### src/rtl/ipi_resolver_pkg.sv
package ipi_resolver_pkg;
  localparam logic [2:0] KIND_LOWPRI = 3'b001;
  localparam logic [2:0] KIND_INIT   = 3'b101;
  localparam logic [3:0] MODEL_FLAT    = 4'hF;
  localparam logic [3:0] MODEL_CLUSTER = 4'h0;
  localparam logic [7:0] TARGET_ALL    = 8'hFF;

  typedef enum logic [1:0] {
    SH_TARGET  = 2'd0,
    SH_SELF    = 2'd1,
    SH_ALL     = 2'd2,
    SH_OTHERS  = 2'd3
  } shorthand_e;

  typedef struct packed {
    logic [7:0] vector;
    logic [2:0] kind;
    logic       logical;
    logic       level;
    logic       trigger;
    shorthand_e shorthand;
  } cmdFields_t;

  typedef struct packed {
    logic fire;
    logic resync;
  } ctrlStrobe_t;
endpackage

### src/rtl/ipi_cmd_ctrl.sv
module ipi_cmd_ctrl
  import ipi_resolver_pkg::*;
(
  input  logic        clk,
  input  logic        rst_n,
  input  logic        cmdHighWr,
  input  logic [31:0] cmdHighData,
  input  logic        cmdLowWr,
  input  logic [31:0] cmdLowData,
  output ctrlStrobe_t strobe,
  output cmdFields_t  fields,
  output logic [7:0]  targetByte
);
  // Target byte held from the last high-word write.
  always_ff @(posedge clk or negedge rst_n) begin
    if (!rst_n) targetByte <= '0;
    else if (cmdHighWr) targetByte <= cmdHighData[31:24];
  end

  always_comb begin
    fields.vector    = cmdLowData[7:0];
    fields.kind      = cmdLowData[10:8];
    fields.logical   = cmdLowData[11];
    fields.level     = cmdLowData[14];
    fields.trigger   = cmdLowData[15];
    fields.shorthand = shorthand_e'(cmdLowData[19:18]);
  end

  always_comb begin
    strobe.fire   = cmdLowWr;
    strobe.resync = cmdLowWr && (fields.kind == KIND_INIT) &&
                    !fields.level && fields.trigger;
  end
endmodule

### src/rtl/ipi_mask_datapath.sv
module ipi_mask_datapath
  import ipi_resolver_pkg::*;
#(
  parameter int NUM_AGENTS = 8,
  parameter int IDX_W = 3
) (
  input  logic                    clk,
  input  logic                    rst_n,
  input  ctrlStrobe_t             strobe,
  input  cmdFields_t              fields,
  input  logic [7:0]              targetByte,
  input  logic [IDX_W-1:0]        senderIdx,
  input  logic [8*NUM_AGENTS-1:0] agentId,
  input  logic [8*NUM_AGENTS-1:0] agentLogical,
  input  logic [4*NUM_AGENTS-1:0] agentModel,
  input  logic [NUM_AGENTS-1:0]   agentPresent,
  output logic                    sendStrobe,
  output logic                    resyncStrobe,
  output logic [NUM_AGENTS-1:0]   deliverMask,
  output logic [NUM_AGENTS-1:0]   lowPriMask,
  output logic [7:0]              vector,
  output logic [2:0]              deliveryMode,
  output logic                    trigger
);
  logic [NUM_AGENTS-1:0] hitMask;
  logic [NUM_AGENTS-1:0] winnerMask;

  for (genvar i = 0; i < NUM_AGENTS; i++) begin : g_agent
    logic [7:0] idByte;
    logic [7:0] logByte;
    logic [3:0] model;
    logic       isSender;
    logic       physHit;
    logic       flatHit;
    logic       clusterHit;
    logic       addrHit;
    assign idByte   = agentId[8*i +: 8];
    assign logByte  = agentLogical[8*i +: 8];
    assign model    = agentModel[4*i +: 4];
    assign isSender = (senderIdx == IDX_W'(i));
    assign physHit  = (targetByte == TARGET_ALL) || (targetByte == idByte);
    assign flatHit  = (model == MODEL_FLAT) && ((targetByte & logByte) != 8'h00);
    assign clusterHit = (model == MODEL_CLUSTER) &&
                        (targetByte[7:4] == logByte[7:4]) &&
                        ((targetByte[3:0] & logByte[3:0]) != 4'h0);
    always_comb begin
      unique case (fields.shorthand)
        SH_SELF:   addrHit = isSender;
        SH_ALL:    addrHit = 1'b1;
        SH_OTHERS: addrHit = !isSender;
        default:   addrHit = fields.logical ? (flatHit || clusterHit) : physHit;
      endcase
    end
    assign hitMask[i] = addrHit && agentPresent[i];
  end

  // Lowest-index pick: scan downward so the last hit written is the lowest.
  always_comb begin
    winnerMask = '0;
    for (int i = NUM_AGENTS - 1; i >= 0; i--) begin
      if (hitMask[i]) begin
        winnerMask    = '0;
        winnerMask[i] = 1'b1;
      end
    end
  end

  always_ff @(posedge clk or negedge rst_n) begin
    if (!rst_n) begin
      sendStrobe   <= 1'b0;
      resyncStrobe <= 1'b0;
      deliverMask  <= '0;
      lowPriMask   <= '0;
      vector       <= '0;
      deliveryMode <= '0;
      trigger      <= 1'b0;
    end else begin
      sendStrobe   <= strobe.fire && !strobe.resync;
      resyncStrobe <= strobe.resync;
      if (strobe.fire) begin
        deliverMask  <= hitMask;
        lowPriMask   <= (fields.kind == KIND_LOWPRI) ? winnerMask : '0;
        vector       <= fields.vector;
        deliveryMode <= fields.kind;
        trigger      <= fields.trigger;
      end
    end
  end
endmodule

### src/rtl/ipi_dest_resolver.sv
module ipi_dest_resolver
  import ipi_resolver_pkg::*;
#(
  parameter int NUM_AGENTS = 8,
  localparam int IDX_W = (NUM_AGENTS > 1) ? $clog2(NUM_AGENTS) : 1
) (
  input  logic                    clk,
  input  logic                    rst_n,
  input  logic                    cmdHighWr,
  input  logic [31:0]             cmdHighData,
  input  logic                    cmdLowWr,
  input  logic [31:0]             cmdLowData,
  input  logic [IDX_W-1:0]        senderIdx,
  input  logic [8*NUM_AGENTS-1:0] agentId,
  input  logic [8*NUM_AGENTS-1:0] agentLogical,
  input  logic [4*NUM_AGENTS-1:0] agentModel,
  input  logic [NUM_AGENTS-1:0]   agentPresent,
  output logic                    sendStrobe,
  output logic                    resyncStrobe,
  output logic [NUM_AGENTS-1:0]   deliverMask,
  output logic [NUM_AGENTS-1:0]   lowPriMask,
  output logic [7:0]              vector,
  output logic [2:0]              deliveryMode,
  output logic                    trigger
);
  ctrlStrobe_t strobe;
  cmdFields_t  fields;
  logic [7:0]  targetByte;

  ipi_cmd_ctrl u_ctrl (
    .clk(clk), .rst_n(rst_n),
    .cmdHighWr(cmdHighWr), .cmdHighData(cmdHighData),
    .cmdLowWr(cmdLowWr), .cmdLowData(cmdLowData),
    .strobe(strobe), .fields(fields), .targetByte(targetByte)
  );

  ipi_mask_datapath #(.NUM_AGENTS(NUM_AGENTS), .IDX_W(IDX_W)) u_dp (
    .clk(clk), .rst_n(rst_n),
    .strobe(strobe), .fields(fields), .targetByte(targetByte),
    .senderIdx(senderIdx), .agentId(agentId), .agentLogical(agentLogical),
    .agentModel(agentModel), .agentPresent(agentPresent),
    .sendStrobe(sendStrobe), .resyncStrobe(resyncStrobe),
    .deliverMask(deliverMask), .lowPriMask(lowPriMask),
    .vector(vector), .deliveryMode(deliveryMode), .trigger(trigger)
  );
endmodule

### config.mk
export PLATFORM = sky130hd
export DESIGN_NAME = ipi_dest_resolver
export DESIGN_NICKNAME = d
export VERILOG_FILES = /design/src/rtl/ipi_resolver_pkg.sv /design/src/rtl/ipi_cmd_ctrl.sv /design/src/rtl/ipi_mask_datapath.sv /design/src/rtl/ipi_dest_resolver.sv
export SDC_FILE = /design/constraint.sdc
export NUM_CORES = 1
export LEC_CHECK = 0
export BUFFER_PORTS_ARGS = -buffer_cell sky130_fd_sc_hd__buf_2
export CORE_AREA = 2 2 103 105
export DETAILED_ROUTE_END_ITERATION = 8
export DIE_AREA = 0 0 105 107
export PLACE_DENSITY = 0.82
export REMOVE_ABC_BUFFERS = 1
export SKIP_CTS_REPAIR_TIMING = 1
export SLEW_MARGIN = 30
export SYNTH_ARGS = -nofsm -noshare
export SYNTH_HDL_FRONTEND = slang
export SYNTH_SLANG_ARGS = --single-unit
### constraint.sdc
create_clock -name clk -period 4.7 [get_ports clk]
set_input_delay 0.47 -clock clk [delete_from_list [all_inputs] [get_ports clk]]
set_output_delay 0.47 -clock clk [all_outputs]
set_load 0.1 [all_outputs]
# [After elaboration in Yosys (flattened, before gate mapping)]
# Index checks and enable logic that the tools add are counted.
[totals] reg_bits=38 latch_bits=0 ramBits=0 rom_bits=0 input_bits=239 elab_cells=173 memories=0
[op_classes] n_addsub=0 multipliers=0 n_div=0 magnitude_cmp=0 n_eq_ne=37 shift=0 muxes=25 bitwise_logic=16 reduce_logical=87
[op_table] cell="8-bit 2-to-1 mux" n=9
[op_table] cell="8-bit bitwise AND" n=8
[op_table] cell="8-bit equality test" n=8
[op_table] cell="8-bit nonzero test" n=8
[op_table] cell="1-bit logical AND" n=36
[op_table] cell="4-bit bitwise AND" n=8
[op_table] cell="4-bit equality test" n=8
[op_table] cell="4-bit equality test, second input constant" n=8
[op_table] cell="4-bit zero test" n=8
[op_table] cell="4-bit nonzero test" n=8
[op_table] cell="1-bit one-hot mux with 3 select lines" n=8
[op_table] cell="1-bit logical OR" n=16
[op_table] cell="3-bit equality test, second input constant" n=5
[op_table] cell="1-bit zero test" n=10
[op_table] cell="8-bit equality test, second input constant" n=1
[op_table] cell="1-bit 2-to-1 mux" n=8
[op_table] cell="3-bit by 1-bit equality test with 1-bit output, second input constant" n=2
[op_table] cell="3-bit by 2-bit equality test with 1-bit output, second input constant" n=2
[op_table] cell="2-bit equality test, second input constant" n=2
[op_table] cell="3-bit zero test" n=1
[op_table] cell="2-bit by 1-bit equality test with 1-bit output, second input constant" n=1

# [Logic depth before layout (Yosys ltp)]
[depth] depth_word=16 depth_mapped=8

# [By module]
# From an unflattened synthesis, not the netlist that was laid out.
[unflattened] hier_cells=362 hier_area_um2=3636.0
[by_module_without_submodules] module="ipi_mask_datapath" n_inst=1 cells_each=326 area_per_inst_um2=3160.5 seq_area_each_um2=750.7
[by_module_without_submodules] module="ipi_cmd_ctrl" n_inst=1 cells_each=36 area_per_inst_um2=475.5 seq_area_each_um2=200.2

# [Worst setup path after synthesis]
# OpenSTA, ideal clock, no wires.
[synth_path] path_type="reg-to-reg" start="register u_ctrl.targetByte[5]" end="register u_dp.lowPriMask[6]" t_arrival_ps=2307 required_time_ps=4599 path_slack_ps=2293 stages_incl_launch_ff=8 path_buffers=0 period_less_slack_ps=2407 cell_sequence="dfrtp_1 -> ha_1 -> or4_4 -> nor3_2 -> o211ai_1 -> o2111a_1 -> or4_4 -> o32ai_1"
[synth_between] elab_chain_len=15 elab_cells_between_ends=93
[synth_lines] item="start, declared" line_no="ipi_cmd_ctrl.sv:12" source="output logic [7:0] targetByte"
[synth_lines] item="start signal, assigned" line_no="ipi_cmd_ctrl.sv:17" source="else if (cmdHighWr) targetByte <= cmdHighData[31:24];"
[synth_lines] item="8-bit bitwise AND / 4-bit equality test (equally long branches)" line_no="ipi_mask_datapath.sv:42, ipi_mask_datapath.sv:44"
[synth_lines] item="8-bit nonzero test / 1-bit logical AND (equally long branches)" line_no="ipi_mask_datapath.sv:42, ipi_mask_datapath.sv:43"
[synth_lines] item="1-bit logical AND, on equally long branches" line_no="ipi_mask_datapath.sv:42, ipi_mask_datapath.sv:44"
[synth_lines] item="1-bit logical OR" line_no="ipi_mask_datapath.sv:51" source="default: addrHit = fields.logical ? (flatHit || clusterHit) : physHit;"
[synth_lines] item="1-bit 2-to-1 mux" line_no="ipi_mask_datapath.sv:51"
[synth_lines] item="1-bit one-hot mux with 3 select lines" line_no="ipi_mask_datapath.sv:47" source="unique case (fields.shorthand)"
[synth_lines] item="1-bit logical AND" line_no="ipi_mask_datapath.sv:54" source="assign hitMask[i] = addrHit && agentPresent[i];"
[synth_lines] item="8-bit 2-to-1 mux (6 in series)" line_no="ipi_mask_datapath.sv:61" source="if (hitMask[i]) begin"
[synth_lines] item="8-bit 2-to-1 mux (*)" line_no="ipi_mask_datapath.sv:61"
[synth_lines] item="8-bit 2-to-1 mux (*)" line_no="ipi_mask_datapath.sv:82" source="lowPriMask <= (fields.kind == KIND_LOWPRI) ? winnerMask : '0;"
[synth_lines] item="end signal, assigned" line_no="ipi_mask_datapath.sv:82"
[synth_lines] item="end, declared" line_no="ipi_mask_datapath.sv:20" source="output logic [NUM_AGENTS-1:0] lowPriMask,"
# Mark *: on every way between the ends. The rest lies on a longest branch, timed or not.
# A chain may end at the register's enable or synchronous reset.

# [Worst setup path after layout]
# Ends and elaborated chain as after synthesis.

==> run_results.csv <==
group,metric,value,unit
cells_and_area,layout-drive-gt1-share,0.4852,
global_route,track_usage,0.2262,
clocking,cts_sinks,38,
synthesis,async_flop_share,1.000,
synthesis,yosysUniqueCellTypes,48,
worst_setup_path,cp_max_fo,10,
synthesis,postSynthCellCount,349,
worst_setup_path,slowest_delay,0.57,ns
power_and_ir_drop,swShare,0.4087,
clocking,ctsLongestPathBuffers,2,
worst_setup_path,crit_path_start_kind,"flop",
worst_setup_path,critical_path_class,"reg -> reg",
clocking,clk_latency,0.30,ns
sta,setup_viol,0,
power_and_ir_drop,comb_power_share,0.447,
worst_setup_path,worstSetupEndpointType,"flop",
global_route,grt_max_degree,39,
place,pre_cts_ws,1.616,ns
synthesis,synth_area_per_cell,9.913,um^2
synthesis,synth_ff_type,"dfrtp_1",
clocking,cts_tree,"done",
detailed_routing,wl_met2,6.548,mm
power_and_ir_drop,ir_worst_vdd,0.1700,mV
power_and_ir_drop,clkPwrFrac,0.228,
detailed_routing,met3_length,919,um
synthesis,yosys.area.top_type,"dfrtp_1",
synthesis,yosys_warnings,0,
die,ios,269,
power_and_ir_drop,leakage,2.329,nW
detailed_routing,wl,12.88,mm
sta,rsz0062_at_grt,"no",
worst_setup_path,cp.arrival,3.27,ns
place,io_buffers,228,
global_route,antenna_found_initial,0,
global_route,first_global_vias,4012,
detailed_routing,drt_iter0_drc,203,
sta,slew_headroom,0.4486,
hold_path,min_path_type,"in -> async",
synthesis,yosys-top-cells-count,"xnor2_1, dfrtp_1, ha_1",
synthesis,netlist.area_leader.share,0.2749,
clocking,cts_root_buffer,"clkbuf_8",
worst_setup_path,cp_cell_sequence,"buf_4 > ha_1 > or4_1 > nor3_2 > o211ai_1 > o2111a_1 > or4_4 > o32ai_1",
clocking,htreeDepth,2,
power_and_ir_drop,intPower,0.7082,mW
run,maxCapViolCount,0,
detailed_routing,drc,0,
detailed_routing,top_layer,"met4",
synthesis,synthTopCellsByArea,"dfrtp_1, ha_1, xnor2_1",
die,core_area,10090,um^2
power_and_ir_drop,p_per_area,249.4,nW/um^2
sta,final-max-slew-violation-count,0,
sta,fmax,0.3231,GHz
clocking,cts_inserted_buffers,5,
place,gp_congestion,0.9447,
outcome,status,"finished clean",
place,hpwl,10.44,mm
synthesis,synth_edf_count,0,
die,die_area,11240,um^2
sta,period_needed,3.095,ns
synthesis,netlist_area,3460,um^2
synthesis,yosysMostFrequentCell,"xnor2_1",
sta,hold_violations,0,
sta,finalCritPeriodShare,0.6585,
cells_and_area,nNetsFinal,845,
power_and_ir_drop,p_seq_frac,0.326,
sta,tightest_slew,0.8271,ns
die,rows,37,
sta,final.setup.worst_slack,1.605,ns
worst_setup_path,critical_path_buf_inv_count,1,
die,start_util,0.3428,
cells_and_area,area_growth,38.84,%
global_route,grt_pass1_wl,19.90,mm
worst_setup_path,cp_top_family,"simple AND/OR/NAND/NOR gates",
sta,setup_tns,0,ns
detailed_routing,met1Wirelength,5.231,mm
detailed_routing,ant_nets,0,
cells_and_area,antennaDiodeCount,0,
power_and_ir_drop,p_sw,0.4896,mW
detailed_routing,via_count,3738,
worst_setup_path,cpMaxStageDelayCell,"dfrtp_1",
die,die_h,107,um
detailed_routing,firstDrtPassIters,5,
worst_setup_path,worstPathRequired,4.87,ns
clocking,path_clk_slew,0.09,ns
synthesis,seq_area_frac_synth,0.2749,
synthesis,ys_seq_elements,38,
die,fp.dieW,105,um
detailed_routing,wl_per_cell,18.11,um
detailed_routing,vias_per_cell,5.257,
sta,skew,0.01559,ns
global_route,grt_overflow_total,0,
worst reg2reg max path: stages (launching register included):
cell      delay [ns]
dfrtp_1         0.57
buf_4           0.31
ha_1            0.21
or4_1           0.55
nor3_2          0.12
o211ai_1        0.12
o2111a_1        0.18
or4_4           0.57
o32ai_1         0.35
cell families (layout without fill, tap and decap cells):
logic type	count (synthesis)	count (layout)	synth area share
buffers and inverters	29	255	0.05136
AND/OR/NAND/NOR	86	86	0.1573
adder cells (fa/ha/maj)	32	32	0.1157
flip-flops	38	38	0.2749
multiplexers	24	24	0.07812
XOR/XNOR	72	72	0.1823
AO/OA/AOI/OAI	68	68	0.1403
state kept, by name, indices dropped and copies added, names as in the netlist:
name	flops
u_ctrl.targetByte	8
u_dp.deliverMask	8
u_dp.lowPriMask	8
u_dp.vector	8
u_dp.deliveryMode	3
u_dp.resyncStrobe	1
u_dp.sendStrobe	1
u_dp.trigger	1
final cells by class:
type / count / area (um^2)
Fill cell: 977 / 5289
Multi-Input combinational cell: 282 / 2331
Timing Repair Buffer: 236 / 1201
Sequential cell: 38 / 950.9
Tap cell: 136 / 170.2
Clock buffer: 5 / 68.82
Inverter: 11 / 41.29
Clock inverter: 3 / 40.04
layer usage:
| metal | GRT usage | up-vias |
|---|---|---|
| met5 | 0 | - |
| met4 | 0.05905 | 0 |
| met3 | 0.04498 | 19 |
| met2 | 0.4160 | 173 |
| met1 | 0.2683 | 1775 |
| li1 | - | 1771 |
path summary, 6_finish.rpt:
check / start / to / slack [ns] / depth (start not counted)
min in group clk: cmdLowData[14] / u_dp.resyncStrobe / 0.35 / 2
setup / recovery: u_ctrl.targetByte[5] / u_dp.lowPriMask[6] / 1.60 / 8
hold / removal: rst_n / u_dp.resyncStrobe / 0.25 / 1
setup reg to reg: u_ctrl.targetByte[5] / u_dp.lowPriMask[6] / 1.60 / 8
max in group asynchronous: rst_n / u_dp.vector[1] / 3.90 / 1
hold reg to reg: u_dp.lowPriMask[1] / u_dp.lowPriMask[1] / 0.49 / 1
placed cells by master (no fill, tap or decap), types with 3 or more instances in the layout:
cell | synthesis | routed
buf_2 | 4 | 228
a22oi_1 | 10 | 10
nor2_1 | 4 | 4
buf_4 | 5 | 8
or4_1 | 8 | 8
clkbuf_8 | 0 | 5
xor2_1 | 28 | 28
o21ai_0 | 18 | 18
nand3_1 | 3 | 3
nand4_1 | 18 | 18
a22o_1 | 4 | 4
xnor2_1 | 44 | 44
mux2_2 | 24 | 24
o211ai_1 | 9 | 9
nor4_1 | 21 | 21
nand3b_1 | 3 | 3
o32ai_1 | 3 | 3
inv_1 | 11 | 11
a21oi_1 | 7 | 7
nor3_1 | 6 | 6
dfrtp_1 | 38 | 38
nand2_1 | 8 | 8
ha_1 | 32 | 32
power by group through the flow:
| stage | combinational (mW) | clock [mW] | sequential, mW |
|---|---|---|---|
| 6_report | 0.535 | 0.273 | 0.390 |
| 5_1_grt | 0.578 | 0.294 | 0.394 |
| 3_5_place_dp | 0.535 | 0 | 0.397 |
| 2_1_floorplan | 0.172 | 0 | 0.548 |
| 3_3_place_gp | 0.519 | 0 | 0.396 |
| 4_1_cts | 0.538 | 0.279 | 0.391 |
per-stage QoR:
stage	hold slack [ns]	utilization	area [um^2]	power, mW	instances
after floorplan	0.1744	-	3323	0.7202	331
after global placement	0.4631	0.4652	4695	0.9148	703
after detailed placement	0.4718	0.4652	4695	0.9327	703
after CTS	0.2875	0.4759	4803	1.208	711
after global routing	0.3267	0.4759	4803	1.267	711
final	0.2548	0.4759	4803	1.198	711
No activity file was read; power rests on OpenSTA's default activity.
